### config.mk
export PLATFORM = sky130hd
export DESIGN_NAME = cal_alarm_cmp
export DESIGN_NICKNAME = d
export VERILOG_FILES = /design/src/rtl/cal_alarm_pkg.sv /design/src/rtl/cal_alarm_cfg.sv /design/src/rtl/cal_alarm_arm.sv /design/src/rtl/cal_alarm_match.sv /design/src/rtl/cal_alarm_cmp.sv
export SDC_FILE = /design/constraint.sdc
export NUM_CORES = 1
export LEC_CHECK = 0
export CORE_MARGIN = 4
export CORE_UTILIZATION = 40
export DETAILED_ROUTE_END_ITERATION = 8
export PLACE_DENSITY = 0.65
export SLEW_MARGIN = 0
export SYNTH_ARGS = -nofsm -noshare
export SYNTH_HDL_FRONTEND = slang
export SYNTH_SLANG_ARGS = --single-unit
export TNS_END_PERCENT = 1
### constraint.sdc
create_clock -name clk -period 1.6 [get_ports clk]
set_clock_uncertainty 0.05 [all_clocks]
set_input_delay 0.24 -clock clk [delete_from_list [all_inputs] [get_ports clk]]
set_output_delay 0.24 -clock clk [all_outputs]
set_load 0.01 [all_outputs]
### src/rtl/cal_alarm_pkg.sv
package cal_alarm_pkg;
  localparam int NUM_FIELDS = 7;
  localparam int NUM_CFG    = NUM_FIELDS + 1;
  localparam int ADDR_W     = 4;
  localparam int CFG_IW     = $clog2(NUM_CFG);

  localparam int W_SEC  = 7;
  localparam int W_MIN  = 7;
  localparam int W_HOUR = 7;
  localparam int W_WDAY = 3;
  localparam int W_DAY  = 6;
  localparam int W_MON  = 5;
  localparam int W_YEAR = 8;

  localparam logic [ADDR_W-1:0] ADR_STAT = 4'd8;
  localparam logic [ADDR_W-1:0] ADR_CTRL = 4'd9;

  function automatic int field_width(input int idx);
    case (idx)
      0:       return W_SEC;
      1:       return W_MIN;
      2:       return W_HOUR;
      3:       return W_WDAY;
      4:       return W_DAY;
      5:       return W_MON;
      default: return W_YEAR;
    endcase
  endfunction

  function automatic logic [7:0] value_mask(input int idx);
    return 8'((1 << field_width(idx)) - 1);
  endfunction

  // Bits kept on a write to configuration byte idx
  function automatic logic [7:0] store_mask(input int idx);
    if (idx < NUM_FIELDS - 1) return value_mask(idx) | 8'h80;
    else if (idx == NUM_FIELDS - 1) return value_mask(idx);
    else return 8'h80;
  endfunction
endpackage

### src/rtl/cal_alarm_cfg.sv
module cal_alarm_cfg
  import cal_alarm_pkg::*;
#(
  parameter int READ_LAG = 3
) (
  input  logic                         clk,
  input  logic                         rst_n,
  input  logic                         cfg_wr,
  input  logic [CFG_IW-1:0]            cfg_idx,
  input  logic [7:0]                   wdata,
  input  logic                         rd_any,
  output logic [NUM_CFG-1:0][7:0]      live,
  output logic [NUM_CFG-1:0][7:0]      shown
);
  localparam int LAG_W = (READ_LAG < 1) ? 1 : $clog2(READ_LAG + 1);

  logic [LAG_W-1:0] pend_q;
  logic             copy;

  // Mirror follows live once the pending read count has run out
  assign copy = !cfg_wr && ((pend_q == '0) || (rd_any && pend_q == LAG_W'(1)));

  always_ff @(posedge clk) begin
    if (!rst_n)                  pend_q <= '0;
    else if (cfg_wr)             pend_q <= LAG_W'(READ_LAG);
    else if (rd_any && pend_q != '0) pend_q <= pend_q - LAG_W'(1);
  end

  for (genvar i = 0; i < NUM_CFG; i++) begin : g_byte
    always_ff @(posedge clk) begin
      if (!rst_n) begin
        live[i]  <= '0;
        shown[i] <= '0;
      end else begin
        if (cfg_wr && cfg_idx == CFG_IW'(i)) live[i] <= wdata & store_mask(i);
        if (copy) shown[i] <= live[i];
      end
    end
  end
endmodule

### src/rtl/cal_alarm_arm.sv
module cal_alarm_arm #(
  parameter int SETTLE_TICKS = 2
) (
  input  logic clk,
  input  logic rst_n,
  input  logic cfg_wr,
  input  logic per_tick,
  output logic armed
);
  localparam int CW = (SETTLE_TICKS < 1) ? 1 : $clog2(SETTLE_TICKS + 1);

  logic [CW-1:0] wait_q;

  always_ff @(posedge clk) begin
    if (!rst_n)                      wait_q <= '0;
    else if (cfg_wr)                 wait_q <= CW'(SETTLE_TICKS);
    else if (per_tick && wait_q != '0) wait_q <= wait_q - CW'(1);
  end

  assign armed = (wait_q == '0);
endmodule

### src/rtl/cal_alarm_match.sv
module cal_alarm_match
  import cal_alarm_pkg::*;
(
  input  logic [NUM_CFG-1:0][7:0]    cfg,
  input  logic [NUM_FIELDS-1:0][7:0] now_b,
  output logic                       hit
);
  logic [NUM_FIELDS-1:0] en;
  logic [NUM_FIELDS-1:0] eq;

  for (genvar i = 0; i < NUM_FIELDS; i++) begin : g_fld
    if (i == NUM_FIELDS - 1) begin : g_year
      // year enable byte keeps only bit 7, so any set bit is the enable
      assign en[i] = |cfg[NUM_CFG-1];
    end else begin : g_own
      assign en[i] = cfg[i][7];
    end
    assign eq[i] = ((cfg[i] ^ now_b[i]) & value_mask(i)) == 8'h00;
  end

  assign hit = (|en) && (&(~en | eq));
endmodule

### src/rtl/cal_alarm_cmp.sv
module cal_alarm_cmp
  import cal_alarm_pkg::*;
#(
  parameter int SETTLE_TICKS = 2,
  parameter int READ_LAG     = 3
) (
  input  logic              clk,
  input  logic              rst_n,
  input  logic              sec_tick,
  input  logic              per_tick,
  input  logic [W_SEC-1:0]  now_sec,
  input  logic [W_MIN-1:0]  now_min,
  input  logic [W_HOUR-1:0] now_hour,
  input  logic [W_WDAY-1:0] now_wday,
  input  logic [W_DAY-1:0]  now_day,
  input  logic [W_MON-1:0]  now_mon,
  input  logic [W_YEAR-1:0] now_year,
  input  logic              reg_wr,
  input  logic              reg_rd,
  input  logic [ADDR_W-1:0] reg_addr,
  input  logic [7:0]        reg_wdata,
  output logic [7:0]        reg_rdata,
  output logic              alarm_flag,
  output logic              alarm_irq
);
  logic                         cfg_wr, armed, hit, set_match, clr_flag;
  logic                         irq_en_q, flag_q;
  logic [NUM_CFG-1:0][7:0]      live, shown;
  logic [NUM_FIELDS-1:0][7:0]   now_b;

  assign cfg_wr = reg_wr && (reg_addr < ADDR_W'(NUM_CFG));

  assign now_b[0] = 8'(now_sec);
  assign now_b[1] = 8'(now_min);
  assign now_b[2] = 8'(now_hour);
  assign now_b[3] = 8'(now_wday);
  assign now_b[4] = 8'(now_day);
  assign now_b[5] = 8'(now_mon);
  assign now_b[6] = 8'(now_year);

  cal_alarm_cfg #(.READ_LAG(READ_LAG)) cfg_i (
    .clk(clk), .rst_n(rst_n), .cfg_wr(cfg_wr), .cfg_idx(reg_addr[CFG_IW-1:0]),
    .wdata(reg_wdata), .rd_any(reg_rd), .live(live), .shown(shown)
  );

  cal_alarm_arm #(.SETTLE_TICKS(SETTLE_TICKS)) arm_i (
    .clk(clk), .rst_n(rst_n), .cfg_wr(cfg_wr), .per_tick(per_tick), .armed(armed)
  );

  cal_alarm_match match_i (.cfg(live), .now_b(now_b), .hit(hit));

  assign set_match = sec_tick && armed && hit && !cfg_wr;
  assign clr_flag  = reg_wr && (reg_addr == ADR_STAT) && !reg_wdata[0];

  always_ff @(posedge clk) begin
    if (!rst_n) begin
      flag_q   <= 1'b0;
      irq_en_q <= 1'b0;
    end else begin
      if (set_match)     flag_q <= 1'b1;
      else if (clr_flag) flag_q <= 1'b0;
      if (reg_wr && reg_addr == ADR_CTRL) irq_en_q <= reg_wdata[0];
    end
  end

  always_comb begin
    if (reg_addr < ADDR_W'(NUM_CFG)) reg_rdata = shown[reg_addr[CFG_IW-1:0]];
    else if (reg_addr == ADR_STAT)   reg_rdata = {7'd0, flag_q};
    else if (reg_addr == ADR_CTRL)   reg_rdata = {7'd0, irq_en_q};
    else                             reg_rdata = 8'h00;
  end

  assign alarm_flag = flag_q;
  assign alarm_irq  = flag_q & irq_en_q;
endmodule

; ---- Word level (Yosys, flattened, before mapping)
; Cells that the tools add are included.
[totals]
n_memories = 0
output_inout_bits = 10
in_bits = 61
mem_bits_ro = 0
mem_bits_rw = 0
latchBits = 0
ff_bits = 106
[op_classes]
magnitude_cmp = 2
n_div = 0
n_mux = 11
shift = 0
add_sub_neg = 2
n_reduce_logical = 41
bitwise_logic = 11
mul = 0
n_eq_ne = 10
[op_table]
columns = cell, n
row1 = $logic_not A8 Y1, 7
row2 = $bmux W8 S3, 1
row3 = $xor A7 B7 Y7, 3
row4 = $logic_and A1 B1 Y1, 20
row5 = $mux W8, 2
row6 = $eq A3 B3 Y1 const B, 4
row7 = $reduce_bool A2 Y1, 5
row8 = $eq A4 B4 Y1 const B, 2
row9 = $mux W2, 4
row10 = $xor A8 B8 Y8, 1
row11 = $not A7 Y7, 1
row12 = $or A7 B7 Y7, 1
row13 = $reduce_and A7 Y1, 1
row14 = $reduce_or A7 Y1, 1
row15 = $eq A3 B2 Y1 const B, 2
row16 = $xor A6 B6 Y6, 1
row17 = $xor A5 B5 Y5, 1
row18 = $logic_not A2 Y1, 2
row19 = $lt A3 B4 Y1 const B, 1
row20 = $lt A4 B4 Y1 const B, 1
row21 = $mux W1, 4
row22 = $sub A2 B1 Y2 const B, 2
row23 = $eq A3 B1 Y1 const B, 1
row24 = $logic_not A3 Y1, 1
row25 = other kinds (7), 8

; ---- Longest topological paths before layout
; Gate-level depths: netlist of run 1.
[depth]
depth_word = 8
ltp_mapped = 8

; ---- By module
; From an unflattened synthesis of run 1, not the netlist that was laid out.
[hier_totals]
hier_cells = 582
hier_area_um2 = 5650.4
[by_module_without_submodules]
columns = mod, n_inst, cells_per_inst, area_each_um2
row1 = cal_alarm_cfg, 1, 450, 4314.1
row2 = cal_alarm_cmp, 1, 57, 705.7
row3 = cal_alarm_match, 1, 65, 518.0
row4 = cal_alarm_arm, 1, 10, 112.6

; ---- Worst setup path before layout of run 1
; No wires, ideal clock.
[synth_path]
path_type = register to register
from = register cfg_i.pend_q[0]
to = register cfg_i.shown[0] (netlist bit)
setup_slack_ns = 0.151
stages_incl_launch_ff = 8
setup_ns = 0.076
arrival_time_ns = 1.324
n_path_buf = 1
required_ns = 1.474
period_less_slack_ns = 1.449
path_cell_list = dfxtp_1 > inv_1 > ha_1 > a21o_1 > nand2_1 > clkbuf_1 > nand2_1 > a21boi_0
[synth_via]
elab_chain_len = 4
elab_cells_between_ends = 5
cone_classes = eq/ne: 1 / reduce/logical: 4
[synth_rtl]
columns = item, line
row1 = "start, declared", cal_alarm_cfg.sv:17  ; logic [LAG_W-1:0] pend_q;
row2 = "start signal, assigned", cal_alarm_cfg.sv:25  ; else if (cfg_wr) pend_q <= LAG_W'(READ_LAG);
row3 = "start signal, assigned", cal_alarm_cfg.sv:26  ; else if (rd_any && pend_q != '0) pend_q <= pend_q - LAG_W'(1);
row4 = $eq A2 B1 Y1, cal_alarm_cfg.sv:21  ; assign copy = !cfg_wr && ((pend_q == '0) || (rd_any && pend_q == LAG_W'(1)));
row5 = $logic_and A1 B1 Y1, cal_alarm_cfg.sv:21
row6 = $logic_or A1 B1 Y1 *, cal_alarm_cfg.sv:21
row7 = $logic_and A1 B1 Y1 *, cal_alarm_cfg.sv:21
row8 = "end signal, assigned by index", cal_alarm_cfg.sv:36  ; if (copy) shown[i] <= live[i];
row9 = "end, declared", cal_alarm_cfg.sv:13  ; output logic [NUM_CFG-1:0][7:0] shown
; Mark *: on every way between the ends. The rest lies on a longest branch, timed or not.
; A chain may end at the register's enable or synchronous reset.

; ---- Worst setup path in the final report of run 1
[layout_path]
from = register cfg_i.shown[16] (netlist bit)
to = output port reg_rdata[0]
[layout_via]
elab_chain_len = 3
[layout_rtl]
columns = item, line
row1 = $bmux W8 S3, cal_alarm_cmp.sv:67  ; if (reg_addr < ADDR_W'(NUM_CFG)) reg_rdata = shown[reg_addr[CFG_IW-1:0]];
row2 = $mux W8 (implied by the code), cal_alarm_cmp.sv:67
row3 = $mux W8, cal_alarm_cmp.sv:67
row4 = "end, declared", cal_alarm_cmp.sv:22  ; output logic [7:0] reg_rdata,
; No other way between the ends. The select of a mux whose other input is x is not followed.

==> metrics.yaml, run 1 <==
synthSimpleGateAreaFrac: 0.207
p_clk_frac: 0.372
required_ns: 1.31
wl_per_cell_um: 16.4
layout.cells.non_filler: 847
insertion_delay_ns: 0.34
root_buffer: "clkbuf_16"
synth_top_family_by_area: "simple AND/OR/NAND/NOR gates"
num_vias: 4239
p_leak_nw: 2.45
synth.avg_cell_area_um2: 8.91
use_met2: 0.333
finalSetupViolations: 8
clock_sinks: 106
p_per_area_mw_per_mm2: 854
synthTopCellsByCount: "133 x nand2_1, 106 x dfxtp_1, 68 x a21boi_0, 48 x mux2i_1, 37 x nor2b_1"
synth_top_area_frac: 0.415
critPathKind: "register to output pin"
via_per_inst: 5.00
register_area_mm2: 0.00213
io-pin-count: 71
hold_path_class: "input pin to register"
yosysUniqueCellTypes: 43
ys_ff_latch: 106
layout.nets: 734
dp_hpwl_mm: 10.4
drtIter0Drc: 204
die_h_um: 121
dieArea_mm2: 0.0147
htree_levels: 3
drc: 0
met3_usage: 0.0406
drt_wl_total_mm: 13.9
globalRouteMet1Util: 0.248
multiInputGateArea_mm2: 0.00282
io_buffer_count: 70
fillers: 1144
grt_pass1_vias: 4214
grt.busiest_layer: "met2"
grt_start_max_net_pins: 107
yosys_warnings: 0
intPower_mw: 4.29
cp-end-kind: "output pin"
overflow: 0
yosys-mux-area-fraction: 0.118
syn_inst: 574
worstSetupStartpointType: "register"
placed_cells: 828
synthAdderAreaFrac: 0.00734
switching_share: 0.244
rows: 41
yosysSeqAreaShare: 0.415
clk_pin_slew_ns: 0.06
core_mm2: 0.0126
die-width_um: 121
ys.flop_type: "dfxtp_1"
syn-cell-area_mm2: 0.00511
min_period_ns: 1.84
syn-num-nets: 638
cp.arrival_ns: 1.55
fmax_mhz: 545
postRouteAntennaNets: 0
slew_headroom: 0.705
grt_pass1_wl_mm: 22.1
clockBufferDepth: 2
cts_tree: "done"
period_share: 1.15
initial_utilization: 0.407
slew_violations: 0
p_seq_frac: 0.476
grt.total_usage: 0.194
rsz0062_at_grt: "true"
yosys.area.top_type: "dfxtp_1"
power_frac_comb: 0.152
synth-compound-area-share: 0.136
area_growth_pct: 30.1
numCtsBuffers: 9
path_max_fanout: 2
peakVddDrop_mv: 0.410
layout-drive-gt1-share: 0.160
routabilityCongestion: 0.864
dr.pass1.iters: 5
async_reset_ff_frac: 0
synthXorXnorAreaFrac: 0.0771
n_antenna_cell: 0
tightestPinTransition_ns: 0.441
drv_cap: 0
hold_viol_final: 0
violations: "setup timing"
synth_edf_count: 0
synth_area_leaders: "dfxtp_1 41%, a21boi_0 10%, nand2_1 9.8%, mux2i_1 9.4%, xnor2_1 5.5%"
hold_slack_ns: 0.382
postCtsHoldBufs: 0
yosysMostFrequentCell: "nand2_1"
layout_setup_ws_ns: -0.237
antenna_found_initial: 1
status: "finished, violations left"
netSwitchingPower_mw: 1.39
[power groups by stage]
stage                     clock network [mW]  registers, mW  logic [mW]
after floorplan                            0           2.76       0.427
after global placement                     0           2.76       0.829
after detailed placement                   0           2.77       0.844
after CTS                               2.15           2.71       0.860
after global routing                    2.26           2.71       0.930
final                                   2.11           2.71       0.862
[per-layer routing]
metal / vias up / routed length (um)
met5: - / 13
li1: 2119 / -
met4: 2 / 249
met3: 18 / 760
met1: 1988 / 6080
met2: 112 / 6750
[cells in the final DEF, fill, tap and decap left out, types with 5 or more instances in the layout]
cell type          n
dfxtp_1           98
nand2_1          130
mux2i_1           47
a21boi_1          14
nand3_1           19
dfxtp_2            8
nand4_1            8
mux4_2             5
o21ai_0            7
clkdlybuf4s50_1   54
nor2b_1           36
clkbuf_16          9
buf_4             43
buf_2              9
buf_12             8
o21ai_1            5
a21boi_0          56
xor2_1            13
nor2_1            11
xnor2_1           32
[kinds of logic (layout without fill, tap and decap cells)]
logic type	count (synthesis)	count (layout)
muxes	54	54
xor gates and xnor gates	45	45
AOI/OAI and AO/OA	97	97
adders and majority gates	3	3
and+or+nand+nor	226	226
DFF	106	106
buffers and inverters	43	144
[area by class of cell]
class	instances	share of cell area
clock buffers	15	0.0417
clock inverters	1	0.00113
inverters	4	0.00226
multi-input cells	425	0.424
flip-flops and latches	106	0.320
well taps	172	0.0323
repair buffers	124	0.178
[stage by stage]
step | total power, mW | worst slack [ns] | utilization | setup TNS [ns] | instance area (um^2)
2_1_floorplan | 3.18 | 0.151 | - | 0 | 5110
6_report | 5.68 | -0.237 | 0.530 | -1.25 | 6660
3_3_place_gp | 3.59 | -0.956 | 0.503 | -54.35 | 6320
3_5_place_dp | 3.61 | -0.917 | 0.503 | -56.14 | 6320
4_1_cts | 5.71 | -0.264 | 0.528 | -1.66 | 6640
5_1_grt | 5.90 | -0.273 | 0.530 | -1.78 | 6660
[state kept, by name (all words and copies together), names as in the netlist]
name          flops
alarm_flag        1
arm_i.wait_q      2
cfg_i.live       50
cfg_i.pend_q      2
cfg_i.shown      50
irq_en_q          1
[worst max-delay path, cell delays in order (launching register included)]
cell and delay, ns:
dfxtp_2 0.33, mux4_2 0.46, mux2i_1 0.15, o21ai_1 0.11, buf_2 0.16
[final timing paths]
| kind | from | to | slack (ns) | cells past startpoint |
|---|---|---|---|---|
| setup / recovery | cfg_i.shown[16] | reg_rdata[0] | -0.24 | 4 |
| hold / removal | reg_wr | cfg_i.pend_q[1] | 0.38 | 4 |
| setup reg to reg | cfg_i.pend_q[0] | cfg_i.shown[55] | 0.10 | 7 |
| hold reg to reg | cfg_i.shown[33] | cfg_i.shown[33] | 0.41 | 2 |
[timing repair]
action | CTS | global route
resized for setup | 50 | 32
pin swaps | 3 | 7
buffers inserted | 2 | 0
gates cloned | 1 | 0
setup endpoints to repair | 110 | 92
No activity file was read; power rests on OpenSTA's default activity.
==> run 2: changes to the inputs <==
--- a/config.mk
+++ b/config.mk
@@ -5,7 +5,7 @@
 export SDC_FILE = /design/constraint.sdc
 export NUM_CORES = 1
 export LEC_CHECK = 0
-export CORE_MARGIN = 4
+export CORE_MARGIN = 3
 export CORE_UTILIZATION = 40
 export DETAILED_ROUTE_END_ITERATION = 8
 export PLACE_DENSITY = 0.65
==> constraint.sdc (replaced) <==
create_clock -name clk -period 1.85 [get_ports clk]
set_clock_uncertainty 0.05 [all_clocks]
set_input_delay 0.2775 -clock clk [delete_from_list [all_inputs] [get_ports clk]]
set_output_delay 0.2775 -clock clk [all_outputs]
set_load 0.01 [all_outputs]
==> metrics.yaml, run 2 (synthesis gave the netlist of run 1 again) <==
hold_viol_final: 0
path_max_fanout: 2
core_mm2: 0.0123
n_antenna_cell: 0
dp_hpwl_mm: 10.2
clockBufferDepth: 2
drtIter0Drc: 277
numCtsBuffers: 9
fin_util: 0.533
tightestPinTransition_ns: 0.557
worstSetupStartpointType: "register"
slew_violations: 0
clk_pin_slew_ns: 0.07
p_per_area_mw_per_mm2: 753
min_period_ns: 1.88
grt.total_usage: 0.205
rows: 40
peakVddDrop_mv: 0.405
num_vias: 4216
fmax_mhz: 531
required_ns: 1.52
fin_area_mm2: 0.00653
reg2reg_from: "cfg_i.pend_q[0]"
layout_setup_ws_ns: -0.0334
final_common_cell: "nand2_1"
drc: 0
dp_slack_ns: -0.794
die-width_um: 119
layout.nets: 723
whs_path_depth: 3
dieArea_mm2: 0.0142
drv_cap: 0
postPlaceCellArea_mm2: 0.00622
final_cell_mix: "133 x nand2_1, 99 x dfxtp_1, 68 x a21boi_0"
grt_pass1_vias: 4342
htree_levels: 3
initial_utilization: 0.417
finalSetupViolations: 5
hold_path_class: "input pin to register"
hold_start: "rst_n"
routabilityCongestion: 0.907
overflow: 0
io-pin-count: 71
slew_headroom: 0.627
root_buffer: "clkbuf_16"
dr.pass1.iters: 4
rsz0062_at_grt: "true"
cts_tree: "done"
area_growth_pct: 27.7
finalSetupTns_ns: -0.0525
cp-end-kind: "output pin"
grt_pass1_wl_mm: 22.7
postCtsHoldBufs: 0
p_leak_nw: 2.34
cp.arrival_ns: 1.56
cp-startpoint: "cfg_i.shown[24]"
layout-drive-gt1-share: 0.139
postRouteAntennaNets: 0
violations: "setup timing"
antenna_found_initial: 0
wl_per_cell_um: 17.0
critPathKind: "register to output pin"
drt_wl_total_mm: 14.1
via_per_inst: 5.09
die_h_um: 119
finalPower_mw: 4.92
grt_start_max_net_pins: 107
io_buffer_count: 70
insertion_delay_ns: 0.34
rr_worst_depth: 7
status: "finished, violations left"
clock_sinks: 106
period_share: 1.02
reg.largest.list: "cfg_i.live x50, cfg_i.shown x50"
==> run 2: cell count changes in the layout (fill, tap and decap cells not counted), moves of 3 or more <==
cell and change:
a21boi_0 +12, nand2_2 -3, buf_4 -10, a21boi_1 -12, nand2_1 +3, clkdlybuf4s50_1 +3
clkbuf_1 -3
==> run 2: path summary, 6_finish.rpt <==
check,slack (ns),to
max,-0.03,reg_rdata[0]
min,0.40,cfg_i.shown[26]
max reg2reg,0.21,cfg_i.shown[43]
min reg2reg,0.41,cfg_i.shown[42]
==> run 2: metal layers <==
| metal | vias to the layer above | GRT usage | routed length, um |
|---|---|---|---|
| met2 | 126 | 0.342 | 6710 |
| met3 | 33 | 0.0442 | 825 |
| met4 | 0 | 0.0811 | 440 |
| li1 | 2088 | - | - |
| met5 | - | 0 | 0 |
| met1 | 1969 | 0.257 | 6080 |
==> run 2: power breakdown <==
part / internal, mW / leakage (nW) / switching, mW
sequential: 2.31 / 0.859 / 0.0264
combinational: 0.335 / 1.35 / 0.372
clock: 1.06 / 0.136 / 0.808
total: 3.71 / 2.34 / 1.21
==> run 2: what timing repair did <==
action	CTS	global route
pin swaps	4	3
gates resized for setup	55	9
setup endpoints to repair	25	7
buffers inserted	1	0
==> run 2: layout make-up <==
class,count,area (um^2)
Inverter,4,15.0
Clock buffer,10,239
Sequential cell,106,2130
Clock inverter,3,42.5
Timing Repair Buffer,113,1070
Multi-Input combinational cell,425,2830
Fill cell,1159,5730
Tap cell,168,210
==> run 2: worst max-delay path, stage by stage, from the launching register on <==
cell,delay (ns)
dfxtp_2,0.32
mux4_2,0.51
mux2i_4,0.17
o21ai_2,0.07
buf_2,0.14
==> run 2: stage by stage <==
| step | hold WS, ns | instances |
|---|---|---|
| after floorplan | 0.382 | 574 |
| after global placement | 0.391 | 815 |
| after detailed placement | 0.406 | 815 |
| after CTS | 0.416 | 829 |
| after global routing | 0.440 | 829 |
| final | 0.403 | 829 |
